`src/rtl/hzd_pkg.sv`:
```
package hzd_pkg;
  typedef enum logic [1:0] {
    FWD_RF    = 2'd0,
    FWD_EXMEM = 2'd1,
    FWD_MEMWB = 2'd2
  } fwd_src_e;
endpackage

```
`src/rtl/hzd_shadow_pipe.sv`:
```
module hzd_shadow_pipe #(
  parameter int AW = 5
) (
  input  logic          clk_i,
  input  logic          rst_ni,
  input  logic          stall_i,
  input  logic [AW-1:0] id_rs_i,
  input  logic [AW-1:0] id_rt_i,
  input  logic          id_use_rs_i,
  input  logic          id_use_rt_i,
  input  logic [AW-1:0] id_dst_i,
  input  logic          id_wr_i,
  input  logic          id_load_i,
  output logic [AW-1:0] ex_rs_o,
  output logic [AW-1:0] ex_rt_o,
  output logic          ex_use_rs_o,
  output logic          ex_use_rt_o,
  output logic [AW-1:0] ex_dst_o,
  output logic          ex_wr_o,
  output logic          ex_load_o,
  output logic [AW-1:0] mem_dst_o,
  output logic          mem_wr_o,
  output logic          mem_load_o,
  output logic [AW-1:0] wb_dst_o,
  output logic          wb_wr_o
);
  logic id_wr_eff;
  // writes to register 0 are dropped at entry
  assign id_wr_eff = id_wr_i && (id_dst_i != '0);

  always_ff @(posedge clk_i or negedge rst_ni) begin
    if (!rst_ni) begin
      ex_rs_o     <= '0;
      ex_rt_o     <= '0;
      ex_use_rs_o <= 1'b0;
      ex_use_rt_o <= 1'b0;
      ex_dst_o    <= '0;
      ex_wr_o     <= 1'b0;
      ex_load_o   <= 1'b0;
    end else if (stall_i) begin
      ex_rs_o     <= '0;
      ex_rt_o     <= '0;
      ex_use_rs_o <= 1'b0;
      ex_use_rt_o <= 1'b0;
      ex_dst_o    <= '0;
      ex_wr_o     <= 1'b0;
      ex_load_o   <= 1'b0;
    end else begin
      ex_rs_o     <= id_rs_i;
      ex_rt_o     <= id_rt_i;
      ex_use_rs_o <= id_use_rs_i;
      ex_use_rt_o <= id_use_rt_i;
      ex_dst_o    <= id_dst_i;
      ex_wr_o     <= id_wr_eff;
      ex_load_o   <= id_load_i && id_wr_eff;
    end
  end

  always_ff @(posedge clk_i or negedge rst_ni) begin
    if (!rst_ni) begin
      mem_dst_o  <= '0;
      mem_wr_o   <= 1'b0;
      mem_load_o <= 1'b0;
      wb_dst_o   <= '0;
      wb_wr_o    <= 1'b0;
    end else begin
      mem_dst_o  <= ex_dst_o;
      mem_wr_o   <= ex_wr_o;
      mem_load_o <= ex_load_o;
      wb_dst_o   <= mem_dst_o;
      wb_wr_o    <= mem_wr_o;
    end
  end
endmodule

```
`src/rtl/hzd_fwd_sel.sv`:
```
module hzd_fwd_sel
  import hzd_pkg::*;
#(
  parameter int AW = 5
) (
  input  logic [AW-1:0] src_i,
  input  logic          used_i,
  input  logic [AW-1:0] near_dst_i,
  input  logic          near_wr_i,
  input  logic          near_load_i,
  input  logic [AW-1:0] far_dst_i,
  input  logic          far_wr_i,
  output fwd_src_e      sel_o
);
  logic live, near_hit, far_hit;

  assign live     = used_i && (src_i != '0);
  // load data is not ready in EX/MEM; the stall logic covers that case
  assign near_hit = live && near_wr_i && !near_load_i && (near_dst_i == src_i);
  assign far_hit  = live && far_wr_i && (far_dst_i == src_i);

  always_comb begin
    if (near_hit)     sel_o = FWD_EXMEM;
    else if (far_hit) sel_o = FWD_MEMWB;
    else              sel_o = FWD_RF;
  end
endmodule

```
`src/rtl/hzd_stall_ctl.sv`:
```
module hzd_stall_ctl #(
  parameter int AW = 5,
  parameter int TW = 15
) (
  input  logic [AW-1:0] id_rs_i,
  input  logic [AW-1:0] id_rt_i,
  input  logic          id_use_rs_i,
  input  logic          id_use_rt_i,
  input  logic          id_beq_i,
  input  logic          id_jump_i,
  input  logic          id_eq_i,
  input  logic [TW-1:0] id_pc_i,
  input  logic [TW-1:0] id_imm_i,
  input  logic [AW-1:0] ex_dst_i,
  input  logic          ex_wr_i,
  input  logic          ex_load_i,
  input  logic [AW-1:0] mem_dst_i,
  input  logic          mem_wr_i,
  input  logic          mem_load_i,
  output logic          stall_o,
  output logic          pc_sel_o,
  output logic [TW-1:0] target_o
);
  localparam logic [TW-1:0] ONE = TW'(1);

  function automatic logic hit(input logic [AW-1:0] src, input logic used,
                               input logic [AW-1:0] dst, input logic wr);
    return used && (src != '0) && wr && (dst == src);
  endfunction

  logic dep_ex, dep_mem, load_use, beq_wait;

  assign dep_ex  = hit(id_rs_i, id_use_rs_i, ex_dst_i, ex_wr_i) ||
                   hit(id_rt_i, id_use_rt_i, ex_dst_i, ex_wr_i);
  assign dep_mem = hit(id_rs_i, id_use_rs_i, mem_dst_i, mem_wr_i) ||
                   hit(id_rt_i, id_use_rt_i, mem_dst_i, mem_wr_i);

  assign load_use = ex_load_i && dep_ex;
  // comparator in ID needs the value one stage earlier than the ALU would
  assign beq_wait = id_beq_i && (dep_ex || (mem_load_i && dep_mem));

  assign stall_o  = !id_jump_i && (load_use || beq_wait);
  assign pc_sel_o = id_jump_i || (id_beq_i && id_eq_i && !stall_o);
  assign target_o = id_jump_i ? id_imm_i : (id_pc_i + ONE + id_imm_i);
endmodule

```
`src/rtl/hzd_unit.sv`:
```
module hzd_unit
  import hzd_pkg::*;
#(
  parameter int REG_AW = 5,
  parameter int TGT_W  = 15
) (
  input  logic              clk_i,
  input  logic              rst_ni,
  input  logic [REG_AW-1:0] id_rs_i,
  input  logic [REG_AW-1:0] id_rt_i,
  input  logic              id_use_rs_i,
  input  logic              id_use_rt_i,
  input  logic [REG_AW-1:0] id_dst_i,
  input  logic              id_wr_i,
  input  logic              id_load_i,
  input  logic              id_beq_i,
  input  logic              id_jump_i,
  input  logic              id_eq_i,
  input  logic [TGT_W-1:0]  id_pc_i,
  input  logic [TGT_W-1:0]  id_imm_i,
  output logic [1:0]        id_fwd_a_o,
  output logic [1:0]        id_fwd_b_o,
  output logic [1:0]        ex_fwd_a_o,
  output logic [1:0]        ex_fwd_b_o,
  output logic              stall_o,
  output logic              bubble_o,
  output logic              pc_sel_o,
  output logic [TGT_W-1:0]  target_o
);
  localparam int NOPS = 2;

  logic [REG_AW-1:0] ex_rs_q, ex_rt_q, ex_dst_q, mem_dst_q, wb_dst_q;
  logic ex_use_rs_q, ex_use_rt_q, ex_wr_q, ex_load_q;
  logic mem_wr_q, mem_load_q, wb_wr_q;
  logic stall;

  hzd_shadow_pipe #(.AW(REG_AW)) u_pipe (
    .clk_i       (clk_i),
    .rst_ni      (rst_ni),
    .stall_i     (stall),
    .id_rs_i     (id_rs_i),
    .id_rt_i     (id_rt_i),
    .id_use_rs_i (id_use_rs_i),
    .id_use_rt_i (id_use_rt_i),
    .id_dst_i    (id_dst_i),
    .id_wr_i     (id_wr_i),
    .id_load_i   (id_load_i),
    .ex_rs_o     (ex_rs_q),
    .ex_rt_o     (ex_rt_q),
    .ex_use_rs_o (ex_use_rs_q),
    .ex_use_rt_o (ex_use_rt_q),
    .ex_dst_o    (ex_dst_q),
    .ex_wr_o     (ex_wr_q),
    .ex_load_o   (ex_load_q),
    .mem_dst_o   (mem_dst_q),
    .mem_wr_o    (mem_wr_q),
    .mem_load_o  (mem_load_q),
    .wb_dst_o    (wb_dst_q),
    .wb_wr_o     (wb_wr_q)
  );

  logic [REG_AW-1:0] id_src  [NOPS];
  logic              id_used [NOPS];
  logic [REG_AW-1:0] ex_src  [NOPS];
  logic              ex_used [NOPS];
  fwd_src_e          id_sel  [NOPS];
  fwd_src_e          ex_sel  [NOPS];

  assign id_src[0]  = id_rs_i;
  assign id_src[1]  = id_rt_i;
  assign id_used[0] = id_use_rs_i;
  assign id_used[1] = id_use_rt_i;
  assign ex_src[0]  = ex_rs_q;
  assign ex_src[1]  = ex_rt_q;
  assign ex_used[0] = ex_use_rs_q;
  assign ex_used[1] = ex_use_rt_q;

  // ID comparator sees producers one stage further along than EX does
  for (genvar g = 0; g < NOPS; g++) begin : g_opnd
    hzd_fwd_sel #(.AW(REG_AW)) u_id_sel (
      .src_i       (id_src[g]),
      .used_i      (id_used[g]),
      .near_dst_i  (mem_dst_q),
      .near_wr_i   (mem_wr_q),
      .near_load_i (mem_load_q),
      .far_dst_i   (wb_dst_q),
      .far_wr_i    (wb_wr_q),
      .sel_o       (id_sel[g])
    );
    hzd_fwd_sel #(.AW(REG_AW)) u_ex_sel (
      .src_i       (ex_src[g]),
      .used_i      (ex_used[g]),
      .near_dst_i  (mem_dst_q),
      .near_wr_i   (mem_wr_q),
      .near_load_i (mem_load_q),
      .far_dst_i   (wb_dst_q),
      .far_wr_i    (wb_wr_q),
      .sel_o       (ex_sel[g])
    );
  end

  assign id_fwd_a_o = id_sel[0];
  assign id_fwd_b_o = id_sel[1];
  assign ex_fwd_a_o = ex_sel[0];
  assign ex_fwd_b_o = ex_sel[1];

  hzd_stall_ctl #(.AW(REG_AW), .TW(TGT_W)) u_ctl (
    .id_rs_i     (id_rs_i),
    .id_rt_i     (id_rt_i),
    .id_use_rs_i (id_use_rs_i),
    .id_use_rt_i (id_use_rt_i),
    .id_beq_i    (id_beq_i),
    .id_jump_i   (id_jump_i),
    .id_eq_i     (id_eq_i),
    .id_pc_i     (id_pc_i),
    .id_imm_i    (id_imm_i),
    .ex_dst_i    (ex_dst_q),
    .ex_wr_i     (ex_wr_q),
    .ex_load_i   (ex_load_q),
    .mem_dst_i   (mem_dst_q),
    .mem_wr_i    (mem_wr_q),
    .mem_load_i  (mem_load_q),
    .stall_o     (stall),
    .pc_sel_o    (pc_sel_o),
    .target_o    (target_o)
  );

  assign stall_o  = stall;
  assign bubble_o = stall;
endmodule

```
`config.mk`:
```
export PLATFORM = sky130hd
export DESIGN_NAME = hzd_unit
export DESIGN_NICKNAME = d
export VERILOG_FILES = /design/src/rtl/hzd_pkg.sv /design/src/rtl/hzd_shadow_pipe.sv /design/src/rtl/hzd_fwd_sel.sv /design/src/rtl/hzd_stall_ctl.sv /design/src/rtl/hzd_unit.sv
export SDC_FILE = /design/constraint.sdc
export NUM_CORES = 1
export LEC_CHECK = 0
export ABC_AREA = 1
export BUFFER_PORTS_ARGS = -buffer_cell sky130_fd_sc_hd__clkbuf_2
export CAP_MARGIN = 15
export CORE_MARGIN = 3
export CORE_UTILIZATION = 53
export CTS_CLUSTER_DIAMETER = 50
export CTS_CLUSTER_SIZE = 10
export DETAILED_ROUTE_END_ITERATION = 8
export MAX_ROUTING_LAYER = met4
export PLACE_DENSITY = 0.81
export SYNTH_ARGS = -nofsm -noshare
export SYNTH_HDL_FRONTEND = slang
export SYNTH_SLANG_ARGS = --single-unit
```
`constraint.sdc`:
```
create_clock -name clk_i -period 1.7 [get_ports clk_i]
set_input_delay 0.085 -clock clk_i [delete_from_list [all_inputs] [get_ports clk_i]]
set_output_delay 0.085 -clock clk_i [all_outputs]
set_load 0.01 [all_outputs]
```
==> run_results.csv, run 1 <==
group,metric,value,unit
timing,fmaxAchievable,542,MHz
power_and_ir_drop,combPwrFrac,38.3,%
critical_path,worst-endpoint-arrival,1.76,ns
timing,setup_viol,17,
synthesis,syn-cell-area,0.00281,mm²
power_and_ir_drop,vdd_drop_max,0.584,mV
global_routing,grt_usage,27.4,%
die,start_util,57.3,%
die,die-area,0.00622,mm²
worst_hold_path,hold_path.class,"in2reg",
die,io_pins,80,
synthesis,syn_nets,505,
outcome,violations,"setup timing",
power_and_ir_drop,power_switching,810,µW
job,max-cap-violations,0,
synthesis,ys_seq_elements,32,
global_routing,grt.overflow.total,0,
routing,ant_nets,0,
power_and_ir_drop,p_per_area,597,mW/mm²
placed_design,gp_congestion,0.974,
clocking,cts_tree,"built",
placed_design,hpwl,6100,µm
timing,setup_slack,-0.145,ns
die,rows,25,
power_and_ir_drop,power.internal,1530,µW
timing,fin_crit,1.85,ns
global_routing,grt_max_degree,33,
clocking,clk_pin_slew_worst_paths,0.06,ns
routing,viasPerCell,5.26,
timing,max_slew_margin,47.5,%
cells_and_area,antenna_cells,0,
die,core-area,0.00491,mm²
routing,drc,0,
cells_and_area,mostFrequentLayoutCell,"nand2_1",
timing,hold_slack,0.0149,ns
routing,drt-pass1-iter-count,5,
critical_path,setup.worst_path.end_class,"output pin",
power_and_ir_drop,p_seq_share,36.5,%
critical_path,regToRegSetupSlack,-0.12,ns
critical_path,crit_fanout,4,
power_and_ir_drop,pwr-share-clk,25.2,%
global_routing,first_global_vias,2993,
clocking,cts_root_buf,"clkbuf_8",
synthesis,synth_cell_types,32,
cells_and_area,final_layout_size_suffix_gt1_share,37.0,%
synthesis,yosys_warnings,0,
cells_and_area,syn2layout_area_growth,39.3,%
synthesis,synth_seq_area_share,28.5,%
global_routing,antenna_found_initial,0,
routing,drt_iter0_drc,289,
critical_path,worstSetupPathType,"reg2out",
routing,num_vias,3211,
synthesis,avgSynthCellArea,6.45,µm²
global_routing,grt_pass1_wl,13400,µm
cells_and_area,nNetsFinal,611,
power_and_ir_drop,swShare,34.6,%
timing,hold_violations,0,
routing,wl_per_cell,14.1,µm
cells_and_area,final_cell_mix,"116 x nand2_1, 64 x clkbuf_2, 62 x inv_1, 35 x nor2_1, 28 x buf_4",
placed_design,placed_area,0.00333,mm²
die,die_x,78.9,µm
clocking,cts_made_buffers,5,
timing,fin_skew,0.00275,ns
synthesis,synthArstFlopShare,100,%
power_and_ir_drop,total_leakage_power,0.00217,µW
synthesis,synth-main-ff-cell,"dfrtp_1",
timing,post-route-period-util,109,%
routing,postRouteWirelength,8580,µm
synthesis,synth_edf_count,0,
timing,tightest_slew,0.788,ns
timing,rsz0062_at_grt,"true",
clocking,clockBufferDepth,2,
timing,drv_slew,0,
placed_design,portBuffers,79,
critical_path,worst_setup_path_start_kind,"flop",
die,die_h,78.9,µm
outcome,status,"finished, violations left",
synthesis,synthCells,436,
clocking,cts_max_level,2,
clocking,clk_latency,0.28,ns
clocking,clock-sinks,32,
critical_path,required,1.62,ns
cells_and_area,design_area,0.00392,mm²
[synth_stat cells (2+ instances only)]
cell type | count | area [µm²]
nand2_1 | 131 | 492
inv_1 | 71 | 267
nor2_1 | 42 | 158
dfrtp_1 | 32 | 801
nand3_1 | 28 | 140
a21oi_1 | 22 | 110
o21ai_0 | 16 | 80.1
ha_1 | 14 | 175
xnor2_1 | 11 | 96.3
nand2_2 | 9 | 56.3
xor2_1 | 9 | 78.8
buf_4 | 6 | 45.0
nor3_1 | 5 | 25.0
nand4_1 | 4 | 25.0
o22ai_1 | 4 | 25.0
or2_2 | 4 | 25.0
clkbuf_1 | 3 | 11.3
nor4_1 | 3 | 18.8
buf_6 | 2 | 22.5
clkbuf_2 | 2 | 10.0
inv_2 | 2 | 7.51
nand3_2 | 2 | 20.0
o2111ai_1 | 2 | 17.5
o21bai_1 | 2 | 15.0
o221ai_1 | 2 | 17.5
o41ai_1 | 2 | 17.5
[metrics by stage]
stage	setup WS [ns]	util (%)	cells	setup TNS, ns	power, µW
final	-0.145	79.8	610	-1.47	2340
after detailed placement	-0.183	67.8	584	-0.388	1570
after global placement	-0.129	67.8	584	-0.199	1560
after CTS	-0.137	73.2	606	-0.713	2220
after floorplan	0.0952	-	436	0	1290
after global routing	-0.293	79.8	610	-4.80	2490
[power groups by stage]
stage	logic (µW)	registers, µW	clock network (µW)
3_5_place_dp	712	861	0
5_1_grt	992	858	637
2_1_floorplan	443	850	0
4_1_cts	778	848	598
6_report	896	853	589
3_3_place_gp	700	859	0
[state kept, by name (all words and copies together), names as in the netlist, 5 cells and up]
register and cells:
u_pipe.ex_dst_o 5, u_pipe.ex_rs_o 5, u_pipe.ex_rt_o 5, u_pipe.mem_dst_o 5
u_pipe.wb_dst_o 5
[per-layer routing]
metal	global-route usage (%)	vias to the layer above	wire, µm
met1	35.8	1481	3670
met3	3.63	8	586
met4	5.67	0	55
met2	46.1	132	4270
met5	-	-	0
li1	-	1590	-
[critical path: stages (launching register included)]
cell      delay [ns]
dfrtp_1         0.39
inv_2           0.07
a21oi_2         0.11
nand3_1         0.08
nor2_1          0.14
nand2_1         0.11
nand2_2         0.10
nand2_2         0.05
nand2_2         0.08
nand3_4         0.08
buf_12          0.15
clkinv_8        0.04
buf_6           0.08
[what timing repair did]
| action | 4_1_cts | 5_1_grt |
|---|---|---|
| gates cloned | 0 | 0 |
| setup endpoints to repair | 13 | 39 |
| buffers inserted | 13 | 6 |
| pin swaps | 13 | 34 |
| hold buffers | 1 | 0 |
| endpoints found under the hold margin | 32 | 0 |
| gates resized for setup | 25 | 87 |
[cell type report]
cell class,instances,area [µm²]
multi-input cells,318,1940
repair buffers,112,702
inverters,73,292
clock buffers,8,90.1
well taps,67,83.8
flip-flops and latches,32,807
fillers,341,992
[worst paths after layout]
path,startpoint,to,cells past startpoint
setup / recovery,u_pipe.ex_dst_o[3]$_DFF_PN0_,stall_o,12
hold / removal,id_dst_i[3],u_pipe.ex_dst_o[3]$_DFF_PN0_,3
setup reg to reg,u_pipe.ex_dst_o[3]$_DFF_PN0_,u_pipe.ex_dst_o[1]$_DFF_PN0_,14
hold reg to reg,u_pipe.ex_wr_o$_DFF_PN0_,u_pipe.mem_wr_o$_DFF_PN0_,0
max in group asynchronous,rst_ni,u_pipe.wb_dst_o[0]$_DFF_PN0_,2
min in group asynchronous,rst_ni,u_pipe.ex_dst_o[4]$_DFF_PN0_,2
[kinds of logic after synthesis]
kind of cell,synth area share [%]
simple gates,34.5
buf+inv,12.9
xor+xnor,6.23
flops,28.5
compound gates,11.0
fa+ha+maj,6.94
(Power assumes the default switching activity.)
==> run 2: changes to the inputs <==
Settings changed: CORE_UTILIZATION 53 to 54, CTS_BUF_LIST set to sky130_fd_sc_hd__clkbuf_4, PLACE_DENSITY 0.81 to 0.82, RECOVER_POWER set to 100.
==> run_results.csv, run 2 (same netlist as run 1, synthesis figures left out) <==
group,metric,value,unit
outcome,status,"finished, violations left",
outcome,violations,"setup timing",
die,core-area,0.00488,mm²
critical_path,worst-endpoint-arrival,1.70,ns
cells_and_area,fin_cells,609,
routing,drc,0,
timing,setup_tns,-0.823,ns
cells_and_area,antenna_cells,0,
timing,post-route-period-util,105,%
timing,drv_slew,0,
worst_hold_path,min_to,"u_pipe.ex_rs_o[0]$_DFF_PN0_",
clocking,clockBufferDepth,2,
critical_path,regToRegSetupSlack,-0.05,ns
timing,fmaxAchievable,560,MHz
global_routing,grt_usage,26.9,%
clocking,clk_pin_slew_worst_paths,0.10,ns
die,die_x,78.2,µm
placed_design,dp_cells,586,
critical_path,worstSetupPathType,"reg2out",
timing,fin_skew,0.00970,ns
placed_design,gp_congestion,0.948,
job,max-cap-violations,0,
die,io_pins,80,
die,start_util,57.7,%
critical_path,path_cells,"inv_2 -> nand2_1 -> nand2_1 -> nand2_1 -> nor2_1 -> nand3_2 -> nand2_1 -> nand2_1 -> nand2_2 -> nand3_4 -> inv_2 -> buf_6",
clocking,clock-sinks,32,
routing,num_vias,3181,
critical_path,worstRegToRegCells,14,
worst_hold_path,hold_path.class,"in2reg",
power_and_ir_drop,vdd_drop_max,0.541,mV
power_and_ir_drop,p_per_area,560,mW/mm²
routing,ant_nets,0,
timing,tightest_slew,0.767,ns
global_routing,grt.overflow.total,0,
timing,setup_slack,-0.0854,ns
die,rows,25,
critical_path,r2r_start,"u_pipe.mem_dst_o[4]$_DFF_PN0_",
worst_hold_path,holdPathStages,3,
routing,wl_per_cell,13.5,µm
cells_and_area,fin_util,76.5,%
clocking,cts_root_buf,"clkbuf_4",
global_routing,grt_pass1_wl,12900,µm
cells_and_area,nFillCells,396,
critical_path,crit_family,"simple AND/OR/NAND/NOR gates",
power_and_ir_drop,finalPower,2090,µW
worst_hold_path,hp-start,"id_rs_i[0]",
critical_path,required,1.62,ns
routing,postRouteWirelength,8240,µm
cells_and_area,mostFrequentLayoutCell,"nand2_1",
placed_design,portBuffers,79,
timing,max_slew_margin,48.9,%
cells_and_area,syn2layout_area_growth,32.6,%
routing,viasPerCell,5.22,
global_routing,first_global_vias,2889,
critical_path,crit_fanout,4,
clocking,clk_latency,0.33,ns
cells_and_area,layout.area.seq,807,µm²
power_and_ir_drop,total_leakage_power,0.00210,µW
critical_path,slowest_delay,0.44,ns
critical_path,setup.worst_path.end_class,"output pin",
cells_and_area,nNetsFinal,611,
die,die_h,78.2,µm
global_routing,grt_max_degree,33,
cells_and_area,final_cell_mix,"121 x nand2_1, 63 x clkbuf_2, 59 x inv_1, 38 x nor2_1, 27 x dfrtp_1",
placed_design,placed_area,0.00334,mm²
critical_path,reg2reg_to,"u_pipe.ex_rs_o[4]$_DFF_PN0_",
die,die-area,0.00611,mm²
cells_and_area,final_layout_size_suffix_gt1_share,31.4,%
routing,drt_iter0_drc,202,
placed_design,hpwl,6040,µm
cells_and_area,multi_input_area,0.00182,mm²
critical_path,cpMostUsedCell,"nand2_1",
global_routing,antenna_found_initial,0,
timing,rsz0062_at_grt,"true",
cells_and_area,design_area,0.00373,mm²
clocking,cts_made_buffers,5,
clocking,cts_tree,"built",
timing,hold_violations,0,
timing,setup_viol,20,
critical_path,slowest_stage,"dfrtp_1",
critical_path,worst_setup_path_start_kind,"flop",
routing,drt-pass1-iter-count,5,
clocking,cts_max_level,2,
timing,fin_crit,1.79,ns
critical_path,cp_num_buf_inv,3,
## run 2: per-layer routing
layer / vias to the layer above / wire (µm) / GRT usage (%)
li1: 1590 / - / -
met1: 1448 / 3580 / 35.0
met2: 130 / 4090 / 45.2
met3: 13 / 496 / 3.44
met4: 0 / 78 / 5.42
met5: - / 0 / -
## run 2: report_power, final
group | internal [µW] | leakage, µW | total, µW | switching (µW)
combinational | 354 | 0.00170 | 830 | 475
sequential | 804 | 0.000371 | 851 | 47.1
clock | 168 | 0.0000315 | 410 | 242
total | 1330 | 0.00210 | 2090 | 765
## run 2: worst reg2reg max path, delay by kind of cell (launching register included)
kind          cells  cell delay, ns
simple gates     10            0.75
buf+inv           4            0.46
flops             1            0.44
## run 2: cell type report
type / instances / share of cell area [%]
Sequential cell: 32 / 21.6
Clock buffer: 6 / 1.21
Timing Repair Buffer: 112 / 18.4
Multi-Input combinational cell: 318 / 48.9
Clock inverter: 1 / 0.134
Inverter: 73 / 7.48
Tap cell: 67 / 2.25
## run 2: stage by stage
| step | worst slack (ns) | hold WS, ns |
|---|---|---|
| 6_report | -0.0854 | 0.0323 |
| 5_1_grt | -0.218 | 0.00961 |
| 3_3_place_gp | -0.126 | 0.185 |
| 3_5_place_dp | -0.175 | 0.202 |
| 2_1_floorplan | 0.0952 | -0.211 |
| 4_1_cts | -0.0861 | 0.0140 |
## run 2: worst max-delay path by stage
stage	start	to	slack, ns	cells after the start
3_3_place_gp	id_imm_i[0]	target_o[8]	-0.13	15
3_5_place_dp	id_imm_i[0]	target_o[8]	-0.18	15
4_1_cts	u_pipe.mem_dst_o[4]$_DFF_PN0_	bubble_o	-0.09	12
6_report	u_pipe.mem_dst_o[4]$_DFF_PN0_	bubble_o	-0.09	12
5_1_grt	u_pipe.ex_dst_o[3]$_DFF_PN0_	stall_o	-0.22	11
2_1_floorplan	id_pc_i[0]	target_o[8]	0.1	13
## run 2: repair_timing
action,4_1_cts,5_1_grt
hold buffers,9,0
setup buffers,6,3
resized for setup,24,57
pin swaps,16,18
endpoints found under the hold margin,40,0
setup endpoints to repair,13,38
==> run 3: changes to the inputs <==
Settings changed: RECOVER_POWER 100 to not set.
==> run_results.csv, run 3 (same netlist as run 1, synthesis figures left out) <==
group,metric,value,unit
cells_and_area,layout.area.seq,807,µm²
die,die_h,78.2,µm
clocking,clk_pin_slew_worst_paths,0.09,ns
power_and_ir_drop,p_seq_share,40.5,%
critical_path,required,1.62,ns
cells_and_area,fin_cells,609,
clocking,cts_root_buf,"clkbuf_4",
power_and_ir_drop,finalPower,2100,µW
power_and_ir_drop,vdd_drop_max,0.539,mV
timing,tightest_slew,0.789,ns
routing,viasPerCell,5.19,
routing,postRouteWirelength,8260,µm
die,start_util,57.7,%
clocking,cts_made_buffers,5,
global_routing,grt_max_degree,33,
routing,drt_iter0_drc,202,
critical_path,crit_fanout,5,
job,max-cap-violations,0,
power_and_ir_drop,p_per_area,558,mW/mm²
timing,rsz0062_at_grt,"true",
critical_path,reg2reg_to,"u_pipe.ex_rt_o[3]$_DFF_PN0_",
clocking,clockBufferDepth,2,
cells_and_area,nNetsFinal,611,
global_routing,antenna_found_initial,0,
cells_and_area,syn2layout_area_growth,33.6,%
routing,drc,0,
power_and_ir_drop,pwr-share-clk,19.5,%
placed_design,portBuffers,79,
worst_hold_path,min_to,"u_pipe.ex_rs_o[0]$_DFF_PN0_",
critical_path,worst_setup_path_start_kind,"flop",
power_and_ir_drop,power.internal,1340,µW
worst_hold_path,hp-start,"id_rs_i[0]",
global_routing,grt_pass1_wl,12900,µm
placed_design,place_ws,-0.175,ns
routing,drt-pass1-iter-count,4,
cells_and_area,mostFrequentLayoutCell,"nand2_1",
clocking,clk_latency,0.33,ns
power_and_ir_drop,power_switching,764,µW
timing,fmaxAchievable,558,MHz
timing,fin_crit,1.79,ns
die,core-area,0.00488,mm²
placed_design,gp_congestion,0.948,
timing,post-route-period-util,105,%
timing,hold_violations,0,
cells_and_area,antenna_cells,0,
critical_path,r2r_start,"u_pipe.mem_dst_o[4]$_DFF_PN0_",
critical_path,setup.worst_path.end_class,"output pin",
outcome,status,"finished, violations left",
clocking,clock-sinks,32,
timing,setup_tns,-0.850,ns
critical_path,regToRegSetupSlack,-0.05,ns
global_routing,first_global_vias,2889,
die,rows,25,
placed_design,hpwl,6040,µm
global_routing,grt_usage,26.9,%
clocking,cts_tree,"built",
routing,num_vias,3159,
clocking,cts_max_level,2,
power_and_ir_drop,swShare,36.4,%
cells_and_area,fin_util,77.1,%
worst_hold_path,holdPathStages,3,
die,io_pins,80,
worst_hold_path,hold_path.class,"in2reg",
routing,ant_nets,0,
timing,fin_skew,0.00894,ns
global_routing,grt.overflow.total,0,
critical_path,worst-endpoint-arrival,1.71,ns
timing,setup_slack,-0.0917,ns
timing,setup_viol,20,
cells_and_area,nFillCells,385,
power_and_ir_drop,combPwrFrac,40.0,%
critical_path,worstSetupPathType,"reg2out",
power_and_ir_drop,total_leakage_power,0.00212,µW
die,die_x,78.2,µm
timing,max_slew_margin,47.4,%
cells_and_area,multi_input_area,0.00184,mm²
placed_design,dp_cells,586,
outcome,violations,"setup timing",
timing,drv_slew,0,
critical_path,worstRegToRegCells,14,
die,die-area,0.00611,mm²
cells_and_area,final_layout_size_suffix_gt1_share,32.8,%
routing,wl_per_cell,13.6,µm
cells_and_area,final_cell_mix,"121 x nand2_1, 67 x clkbuf_2, 59 x inv_1, 38 x nor2_1, 27 x dfrtp_1",
## run 3: critical path, cell delays in order, from the launching register on
cell      delay (ns)
dfrtp_2         0.45
o21ai_0         0.22
nor2_1          0.09
nand3_2         0.08
nand2_1         0.05
nand2_1         0.09
nand2_2         0.08
o21ai_0         0.15
clkbuf_2        0.16
## run 3: how the worst max path moves through the flow
stage	from	end	slack (ns)	cells after the start
3_5_place_dp	id_imm_i[0]	target_o[8]	-0.18	15
2_1_floorplan	id_pc_i[0]	target_o[8]	0.1	13
4_1_cts	u_pipe.mem_dst_o[4]$_DFF_PN0_	bubble_o	-0.09	12
6_report	u_pipe.mem_dst_o[3]$_DFF_PN0_	pc_sel_o	-0.09	8
3_3_place_gp	id_imm_i[0]	target_o[8]	-0.13	15
5_1_grt	u_pipe.ex_dst_o[3]$_DFF_PN0_	stall_o	-0.22	11
## run 3: area by class of cell
| cell class | instances | area share (%) |
|---|---|---|
| clock buffers | 6 | 1.20 |
| clock inverters | 1 | 0.133 |
| repair buffers | 112 | 18.7 |
| well taps | 67 | 2.23 |
| inverters | 73 | 7.42 |
| flip-flops and latches | 32 | 21.5 |
| multi-input cells | 318 | 48.8 |
## run 3: routing by layer
layer	wire (µm)	global-route usage [%]	up-vias	part of all wire, %
met5	0	-	-	0
li1	-	-	1596	-
met2	4050	45.2	124	49
met1	3560	35.0	1424	43
met4	94	5.42	0	1.1
met3	552	3.44	15	6.7
## run 3: power groups by stage
stage                     registers, µW  clock network (µW)  logic (µW)
final                               851                 408         840
after CTS                           846                 419         770
after detailed placement            861                   0         715
after floorplan                     850                   0         443
after global placement              860                   0         702
after global routing                857                 455         932
## run 3: per-stage QoR
stage               hold WS [ns]  area, µm²
finish                    0.0307       3760
global route             0.00961       3760
CTS                       0.0140       3580
detailed placement         0.202       3340
global placement           0.185       3340
floorplan                 -0.211       2810
## run 3: what timing repair did
item | in CTS | in global routing
hold buffers | 9 | 0
resized for setup | 24 | 57
buffers inserted | 6 | 3
endpoints found under the hold margin | 40 | 0
setup endpoints to repair | 13 | 38
pin swaps | 16 | 18
